$ cat src/rtl/anneal_seq.sv
module anneal_seq #(
  parameter int XH_W  = 8,
  parameter int XV_W  = 8,
  parameter int E_W   = 16,
  parameter int CNT_W = 12,
  parameter int EP_W  = 8,
  parameter int NFLIP = 2,
  parameter logic [15:0] LFSR_SEED = 16'hACE1
) (
  input  logic                  clk,
  input  logic                  rst_n,
  input  logic                  start,
  input  logic [XH_W-1:0]       seed_h,
  input  logic [XV_W-1:0]       seed_v,
  input  logic [15:0]           temp_init,
  input  logic [15:0]           temp_step,
  input  logic [E_W-1:0]        tol,
  input  logic [CNT_W-1:0]      trap_max,
  input  logic [EP_W-1:0]       epoch_max,
  output logic                  req,
  output logic [XH_W-1:0]       cand_h,
  output logic [XV_W-1:0]       cand_v,
  input  logic                  e_valid,
  input  logic signed [E_W-1:0] e_new,
  output logic                  busy,
  output logic                  done,
  output logic [XH_W-1:0]       best_h,
  output logic [XV_W-1:0]       best_v,
  output logic signed [E_W-1:0] best_e
);
  localparam int NB = XH_W + XV_W;
  localparam int IW = (NB > 1) ? $clog2(NB) : 1;
  localparam int LW = 16;

  typedef enum logic [1:0] {S_IDLE, S_ASK, S_GAP, S_FIN} st_t;

  st_t                  st;
  logic [LW-1:0]        lfsr;
  logic [NB-1:0]        cand_x, cur_x, best_x, flip_mask, new_cur;
  logic signed [E_W-1:0] e_o;
  logic [15:0]          temp, temp_dec;
  logic [CNT_W-1:0]     trap, trap_inc;
  logic [EP_W-1:0]      epoch;
  logic                 first;
  logic [E_W:0]         diff, mag;
  logic                 near, down, up_ok, take, better, epoch_end, last_epoch, decide;

  assign cand_h = cand_x[NB-1:XV_W];
  assign cand_v = cand_x[XV_W-1:0];
  assign best_h = best_x[NB-1:XV_W];
  assign best_v = best_x[XV_W-1:0];
  assign req    = (st == S_ASK);
  assign busy   = (st == S_ASK) || (st == S_GAP);
  assign done   = (st == S_FIN);

  assign diff       = {e_new[E_W-1], e_new} - {e_o[E_W-1], e_o};
  assign mag        = diff[E_W] ? -diff : diff;
  assign near       = mag <= {1'b0, tol};
  assign down       = diff[E_W] && !near;
  assign up_ok      = lfsr <= temp;
  assign take       = !near && (down || up_ok);
  assign better     = take && (e_new < best_e);
  assign trap_inc   = trap + 1'b1;
  assign epoch_end  = near && (trap_inc >= trap_max);
  assign last_epoch = ({1'b0, epoch} + 1'b1) >= {1'b0, epoch_max};
  assign temp_dec   = (temp > temp_step) ? temp - temp_step : 16'd0;
  assign new_cur    = take ? cand_x : cur_x;
  assign decide     = (st == S_ASK) && e_valid && !first;

  always_comb begin
    logic [2*LW-1:0] lf2;
    logic [IW-1:0]   chunk;
    logic [IW-1:0]   idx;
    lf2 = {lfsr, lfsr};
    flip_mask = '0;
    for (int k = 0; k < NFLIP; k++) begin
      chunk = IW'(lf2 >> ((k * IW) % LW));
      idx   = IW'(32'(chunk) % NB);
      flip_mask[idx] = 1'b1;
    end
  end

  always_ff @(posedge clk) begin
    if (!rst_n) begin
      st     <= S_IDLE;
      lfsr   <= LFSR_SEED;
      cand_x <= '0;
      cur_x  <= '0;
      best_x <= '0;
      e_o    <= '0;
      best_e <= '0;
      temp   <= '0;
      trap   <= '0;
      epoch  <= '0;
      first  <= 1'b0;
    end else begin
      lfsr <= {1'b0, lfsr[LW-1:1]} ^ (lfsr[0] ? 16'hB400 : 16'h0000);
      case (st)
        S_IDLE, S_FIN: if (start) begin
          cand_x <= {seed_h, seed_v};
          first  <= 1'b1;
          epoch  <= '0;
          trap   <= '0;
          temp   <= temp_init;
          st     <= S_ASK;
        end
        S_ASK: if (e_valid) begin
          st <= S_GAP;
          if (first) begin
            first  <= 1'b0;
            cur_x  <= cand_x;
            best_x <= cand_x;
            e_o    <= e_new;
            best_e <= e_new;
            cand_x <= cand_x ^ flip_mask;
          end else if (epoch_end) begin
            trap  <= '0;
            temp  <= temp_init;
            epoch <= epoch + 1'b1;
            if (last_epoch) begin
              st <= S_FIN;
            end else begin
              cur_x  <= best_x;
              e_o    <= best_e;
              cand_x <= best_x ^ flip_mask;
            end
          end else begin
            cur_x  <= new_cur;
            if (take) e_o <= e_new;
            if (near)      trap <= trap_inc;
            else if (down) trap <= '0;
            temp   <= temp_dec;
            if (better) begin
              best_x <= cand_x;
              best_e <= e_new;
            end
            cand_x <= new_cur ^ flip_mask;
          end
        end
        S_GAP: st <= S_ASK;
        default: st <= S_IDLE;
      endcase
    end
  end

  assert_cand_hold_R1: assert property (@(posedge clk) disable iff (!rst_n)
    (req && !e_valid) |=> (req && $stable(cand_x)));

  assert_req_gap_R1: assert property (@(posedge clk) disable iff (!rst_n)
    (req && e_valid) |=> !req);

  assert_best_monotone_R3: assert property (@(posedge clk) disable iff (!rst_n)
    decide |=> (best_e <= $past(best_e)));

  assert_temp_falls_R6: assert property (@(posedge clk) disable iff (!rst_n)
    (decide && !epoch_end) |=> (temp <= $past(temp)));

  assert_flip_count_R7: assert property (@(posedge clk) disable iff (!rst_n)
    (decide && !epoch_end) |=> (($countones(cand_x ^ cur_x) >= 1) &&
                                ($countones(cand_x ^ cur_x) <= NFLIP)));

  assert_trap_bound_R8: assert property (@(posedge clk) disable iff (!rst_n)
    (busy && trap_max != '0) |-> (trap < trap_max));

  assert_done_quiet_R9: assert property (@(posedge clk) disable iff (!rst_n)
    (done && !start) |=> (done && !req && $stable(best_e) && $stable(best_x)));

endmodule

$ cat config.mk
export PLATFORM = sky130hd
export DESIGN_NAME = anneal_seq
export DESIGN_NICKNAME = d
export VERILOG_FILES = /design/src/rtl/anneal_seq.sv
export SDC_FILE = /design/constraint.sdc
export NUM_CORES = 1
export LEC_CHECK = 0
export ABC_AREA = 1
export ABC_CLOCK_PERIOD_IN_PS = 10300
export BUFFER_PORTS_ARGS = -buffer_cell sky130_fd_sc_hd__buf_2
export CAP_MARGIN = 20
export CORE_MARGIN = 1.5
export CORE_UTILIZATION = 60
export DETAILED_ROUTE_END_ITERATION = 6
export HOLD_SLACK_MARGIN = 0.15
export PLACE_DENSITY = 0.83
export RECOVER_POWER = 50
export SYNTH_ARGS = -nofsm -noshare
export SYNTH_HDL_FRONTEND = slang
export SYNTH_SLANG_ARGS = --single-unit
$ cat constraint.sdc
create_clock -name clk -period 10.3 [get_ports clk]
set_input_delay 1.03 -clock clk [delete_from_list [all_inputs] [get_ports clk]]
set_output_delay 1.03 -clock clk [all_outputs]
set_load 0.03 [all_outputs]
Word-level counts from Yosys, hierarchy flattened:

Cells that the tools add are included.

* flip-flop bits (word level): 135
* output and inout bits: 51
* logic and storage cells: 119

* $add $sub $neg: 6
* $lt $le $gt $ge: 10
* eq/ne operators: 11
* mux-type cells: 53
* bitwise operators: 5
* reductions and logical operators: 23

Operators with widths (count)
* 16-bit 2-to-1 mux: 25
* 12-bit 2-to-1 mux: 6
* 16-bit one-hot mux with 2 select lines: 2
* 16-bit XOR: 3
* 8-bit 2-to-1 mux: 4
* 12-bit one-hot mux with 2 select lines: 1
* 17-bit by 16-bit less-or-equal comparator with 1-bit output: 1
* 17-bit 2-to-1 mux: 1
* 17-bit negator: 1
* 16-bit by 16-bit subtractor with 17-bit output: 1
* 16-bit greater-than comparator: 1
* 16-bit less-or-equal comparator: 1
* 16-bit < comparator: 1
* 16-bit bitwise OR: 1
* 8-bit one-hot mux with 2 select lines: 1
* 4-bit AND reduction: 4
* 16-bit subtractor: 1
* 15-bit by 16-bit XOR with 16-bit output: 1
* 12-bit by 1-bit adder with 12-bit output, second input constant: 1
* 12-bit greater-or-equal comparator: 1
* 4-bit by 5-bit < comparator with 1-bit output, second input constant: 2
* 5-bit AND reduction: 2
* 8-bit by 1-bit adder with 9-bit output, second input constant: 1
* 9-bit by 8-bit greater-or-equal comparator with 1-bit output: 1
* 23 further kinds: 44

Depth between registers and ports, before layout:

* depth in word-level cells: 14
* mapped depth: 40
* mapped depth without buffers: 38

Least setup slack after synthesis:

No wires, ideal clock.

* path kind: input to register
* start point: input port e_new[0]
* end point: register best_e[15]
* library setup time: 0.118 ns
* data arrival time: 4.796 ns
* required time: 10.182 ns
* slack: 5.386 ns
* cell stages on the path: 35
* buffers on the path: 2
* path through: inv_1 ha_1 fa_1 inv_1 nand3_1 nand2_2 nand2_1 nand3_1 nand3_1 nand3_1 nand2_2 inv_2 clkbuf_1 nand2_1 xor2_1 inv_1 ha_1 nand2_1 nor2_1 nand3_1 nand4_1 nand2_1 nand2_1 nand2_1 nand2_1 nand2_1 nand2_1 nand2_1 nand2_4 nand2_4 o21ai_2 nand3_4 buf_6 o21ai_1 a21oi_1

* cells in the longest elaborated chain, start to end: 11
* elaborated cells between the ends (all ways): 14
* classes of those cells: add/sub: 2; order compare: 2; eq/ne: 1; mux: 1; reduce/logical: 8

Ends and longest elaborated chain
* start, declared: line 24 `input logic signed [E_W-1:0] e_new,`
* 16-bit by 16-bit subtractor with 17-bit output: line 56 `assign diff = {e_new[E_W-1], e_new} - {e_o[E_W-1], e_o};`
* 17-bit negator: line 57 `assign mag = diff[E_W] ? -diff : diff;`
* 17-bit 2-to-1 mux: line 57
* 17-bit by 16-bit less-or-equal comparator with 1-bit output: line 58 `assign near = mag <= {1'b0, tol};`
* 1-bit zero test: line 59, 61
* 1-bit logical AND: line 59 `assign down = diff[E_W] && !near;`
* 1-bit logical OR: line 61 `assign take = !near && (down || up_ok);`
* 1-bit logical AND: line 61
* 1-bit logical AND: line 62 `assign better = take && (e_new < best_e);`
* 2-bit nonzero test (no source line)
* 4-bit AND reduction (no source line) *
* end signal, assigned: line 114 `best_e <= e_new;`
* end signal, assigned: line 135 `best_e <= e_new;`
* end, declared: line 29 `output logic signed [E_W-1:0] best_e`

Mark *: on every way between the ends. The rest lies on a longest branch, timed or not.
A chain may end at the register's enable or synchronous reset.

Final worst setup path:

* start point: input port e_new[0]
* end point: register e_o[1]

* cells in the longest elaborated chain, start to end: 10
* elaborated cells between the ends (all ways): 14
* classes of those cells: add/sub: 2; order compare: 1; eq/ne: 1; mux: 3; reduce/logical: 7

Ends and longest elaborated chain
* 16-bit by 16-bit subtractor with 17-bit output *: line 56
* 17-bit negator: line 57
* 17-bit 2-to-1 mux: line 57
* 17-bit by 16-bit less-or-equal comparator with 1-bit output: line 58
* 1-bit zero test: line 59, 61
* 1-bit logical AND: line 59
* 1-bit logical OR: line 61
* 1-bit logical AND: line 61
* 3-bit nonzero test (no source line)
* 4-bit AND reduction (no source line)
* end signal, assigned: line 113 `e_o <= e_new;`
* end signal, assigned: line 124 `e_o <= best_e;`
* end signal, assigned: line 129 `if (take) e_o <= e_new;`
* end, declared: line 40 `logic signed [E_W-1:0] e_o;`

Marks and branches as above.

==> key figures <==
Detailed routing
  • Residual DRC: 0
  • DR WL met3: 1560 um
  • Met1 wire length: 11900 um
  • Top routing layer used: met4
  • Post-DRT Antenna Nets: 0
  • 1st-pass router iterations: 7
  • Drt total wl: 28000 um
  • Wire per inst: 14.0 um
  • Vias: 11.0k
  • Vias per cell: 5.46
  • Starting DRT DRC Count: 852
  • Met2 wire length: 13800 um

Timing
  • Max frequency: 154 MHz
  • Final worst path period share: 62.9%
  • Post-route minimum period: 6.48 ns
  • RSZ-0062 raised after global routing: false
  • Setup TNS Final: 0 ns
  • Final setup viols: 0
  • Final hold violation count: 0
  • Worst slew margin: -172%
  • Clock Skew: 0.0106 ns
  • Max Slew Vio Count: 179
  • Worst-margin pin slew: 4.08 ns

CTS
  • Worst skew pair latency: 0.43 ns
  • Post-CTS setup buffer count: 0
  • Root Driver: clkbuf_16
  • Clk buf depth: 2
  • Post-cts repair resize count: 0
  • CTS tree: built
  • Hold Buf Count CTS: 0
  • Clock sinks: 135
  • H-tree depth: 4
  • CTS clock-pin slew for the worst setup and hold paths: 0.06 ns
  • CTS Buf Count: 17

Logic synthesis
  • Cells after synthesis: 1645
  • Register area share after synthesis: 25.7%
  • Synth top cells by count: nand2_1, inv_1, a21oi_1, dfxtp_1, nor2_1
  • Synth Net Count: 1856
  • Synth Flop Type: dfxtp_1
  • Syn_area_per_cell: 6.40 um2
  • Most common cell in the synthesized netlist: nand2_1
  • Netlist Area Pre-Place: 10500 um2
  • Distinct cell type count of the synthesized netlist: 47
  • Cell taking the most area after synthesis: dfxtp_1
  • Number of synthesized flops with an enable pin: 0
  • FFs w/ async S/R, synth: 0%
  • Share of the synthesized area in the top cell type: 25.7%
  • Synth top area cells: dfxtp_1, ha_1, nand2_1
  • #FFs+latches synth: 135
  • Yosys warns: 0

Critical path
  • Worst path most repeated cell: nand2_1
  • Critical Path Source: e_new[0]
  • Highest-delay cell along the critical path: nand2_1
  • WP data required: 10.58 ns
  • Reg2reg end: e_o[1]
  • Critical path arrival: 6.76 ns
  • Worst R2R Setup Slack: 4.28 ns
  • RR Startpoint: e_o[0]
  • FF-to-FF path depth: 32
  • Crit Path Max Fanout: 35
  • CP startpoint kind: input port
  • Worst Path Class, Setup: input port to flop
  • Crit path capture type: flop
  • Slowest stage delay, CP: 0.80 ns

GRT
  • First-pass GRT wire length: 45800 um
  • Pin count of the biggest net entering global routing: 96
  • Antenna violations before repair: 1
  • Overflow after GRT: 0
  • Tot GR Track Use: 31.0%
  • Vias in the first global route: 10.3k

Final layout
  • Area Overhead vs Synth: 12.2%
  • Nets: 1981
  • # fillers: 1554
  • Layout cells sized above 1: 8.82%

Floorplan
  • Die X-Extent: 136 um
  • Core area: 17200 um2
  • Io pins: 155
  • Initial core utilization: 61.1%
  • # rows: 48
  • Chip Height: 136 um
  • Die area: 18400 um2

Placement
  • I/O Buffers: 154
  • Post-DP HPWL: 20600 um
  • Routability cong.: 0.938

Pwr
  • Leak pwr: 6.06 nW
  • Power Total: 2.50 mW
  • Pwr Density: 212 nW/um2
  • Max VDD drop: 0.131 mV

Min path
  • Hold EP: lfsr[14]
  • Hold Crit Class: flop to flop
  • Worst Hold Launch: lfsr[15]
  • Worst hold stages: 2

Outcome
  • Outcome: finished with violations
  • Failing checks: capacitance limit, slew limit

Job
  • Max-cap violation count: 4
## final cells by class
cell class	instances	area, um2	area share (%)
Tap cell	225	282	2.38
Inverter	329	1230	10.4
Clock inverter	8	98.8	0.836
Antenna cell	1	2.50	0.0212
Sequential cell	135	2700	22.9
Multi-Input combinational cell	1129	6300	53.3
Timing Repair Buffer	158	726	6.14
Clock buffer	22	474	4.01
## through the flow
stage / cell area (um2) / worst slack, ns / hold WS (ns) / util [%] / std cells
final: 11800 / 3.82 / 0.447 / 68.6 / 2007
after global routing: 11800 / 3.08 / 0.459 / 68.6 / 2007
after CTS: 11900 / 4.22 / 0.449 / 69.1 / 2006
after detailed placement: 11300 / 3.76 / 0.439 / 65.8 / 1976
after global placement: 11300 / 3.96 / 0.432 / 65.8 / 1976
after floorplan: 10500 / 5.39 / 0.420 / - / 1645
## metal layers
metal	global-route usage [%]	up-vias
met5	0	-
met4	13.7	0
met3	5.20	66
met2	56.0	380
met1	35.9	4966
li1	-	5555
## state kept, by name, summed over array words and instances (netlist names)
| name | cells |
|---|---|
| trap | 12 |
| best_x | 16 |
| cand_x | 16 |
| e_o | 16 |
| lfsr | 16 |
| epoch | 8 |
| cur_x | 16 |
| temp | 16 |
| st | 2 |
| best_e | 16 |
| first | 1 |
## worst max-delay path, delay by kind of cell
| kind | cells | cell delay (ns) |
|---|---|---|
| adders and majority gates | 3 | 0.89 |
| xor gates and xnor gates | 1 | 0.14 |
| AOI/OAI and AO/OA | 3 | 1.13 |
| buffers and inverters | 5 | 0.68 |
| and+or+nand+nor | 22 | 2.86 |
## how the worst max path moves through the flow
stage / end / slack [ns]
6_report: e_o[1] / 3.82
5_1_grt: e_o[1] / 3.08
4_1_cts: e_o[1] / 4.22
3_5_place_dp: e_o[1] / 3.76
3_3_place_gp: e_o[1] / 3.96
2_1_floorplan: best_e[15] / 5.39
## cell families after synthesis
kind of cell    share of synthesized area [%]
buf+inv                                  14.4
flops                                    25.7
mux                                    0.0950
xor+xnor                                 3.41
fa+ha+maj                                12.9
simple gates                             25.2
compound gates                           18.4
## layout by cell type (no fill, tap or decap), types with 3 or more instances in the layout
cell type and count:
o22ai_1 16, clkbuf_8 3, clkbuf_16 17, ha_1 105
a31oi_1 19, nor3_1 11, o21ai_1 42, o21a_1 3
nand3b_1 4, xnor2_1 10, nand3_1 100, dfxtp_1 135
or2_2 5, nor2_1 114, clkinv_2 3, a211oi_1 8
a22oi_1 8, inv_1 328, nand4_1 16, o211ai_1 3
o31ai_1 4, buf_2 103, xor2_1 31, clkbuf_1 56
a21oi_1 171, nand2_2 7, o21ai_0 77, nand2_1 352
## where the power goes
part | leakage (nW) | total, mW | internal (mW) | switching, mW
registers | 1.11 | 0.679 | 0.610 | 0.0691
logic | 4.68 | 1.22 | 0.395 | 0.822
clock network | 0.278 | 0.609 | 0.372 | 0.238
total | 6.06 | 2.50 | 1.38 | 1.13
Note: power is estimated with default switching activity, not from simulation.
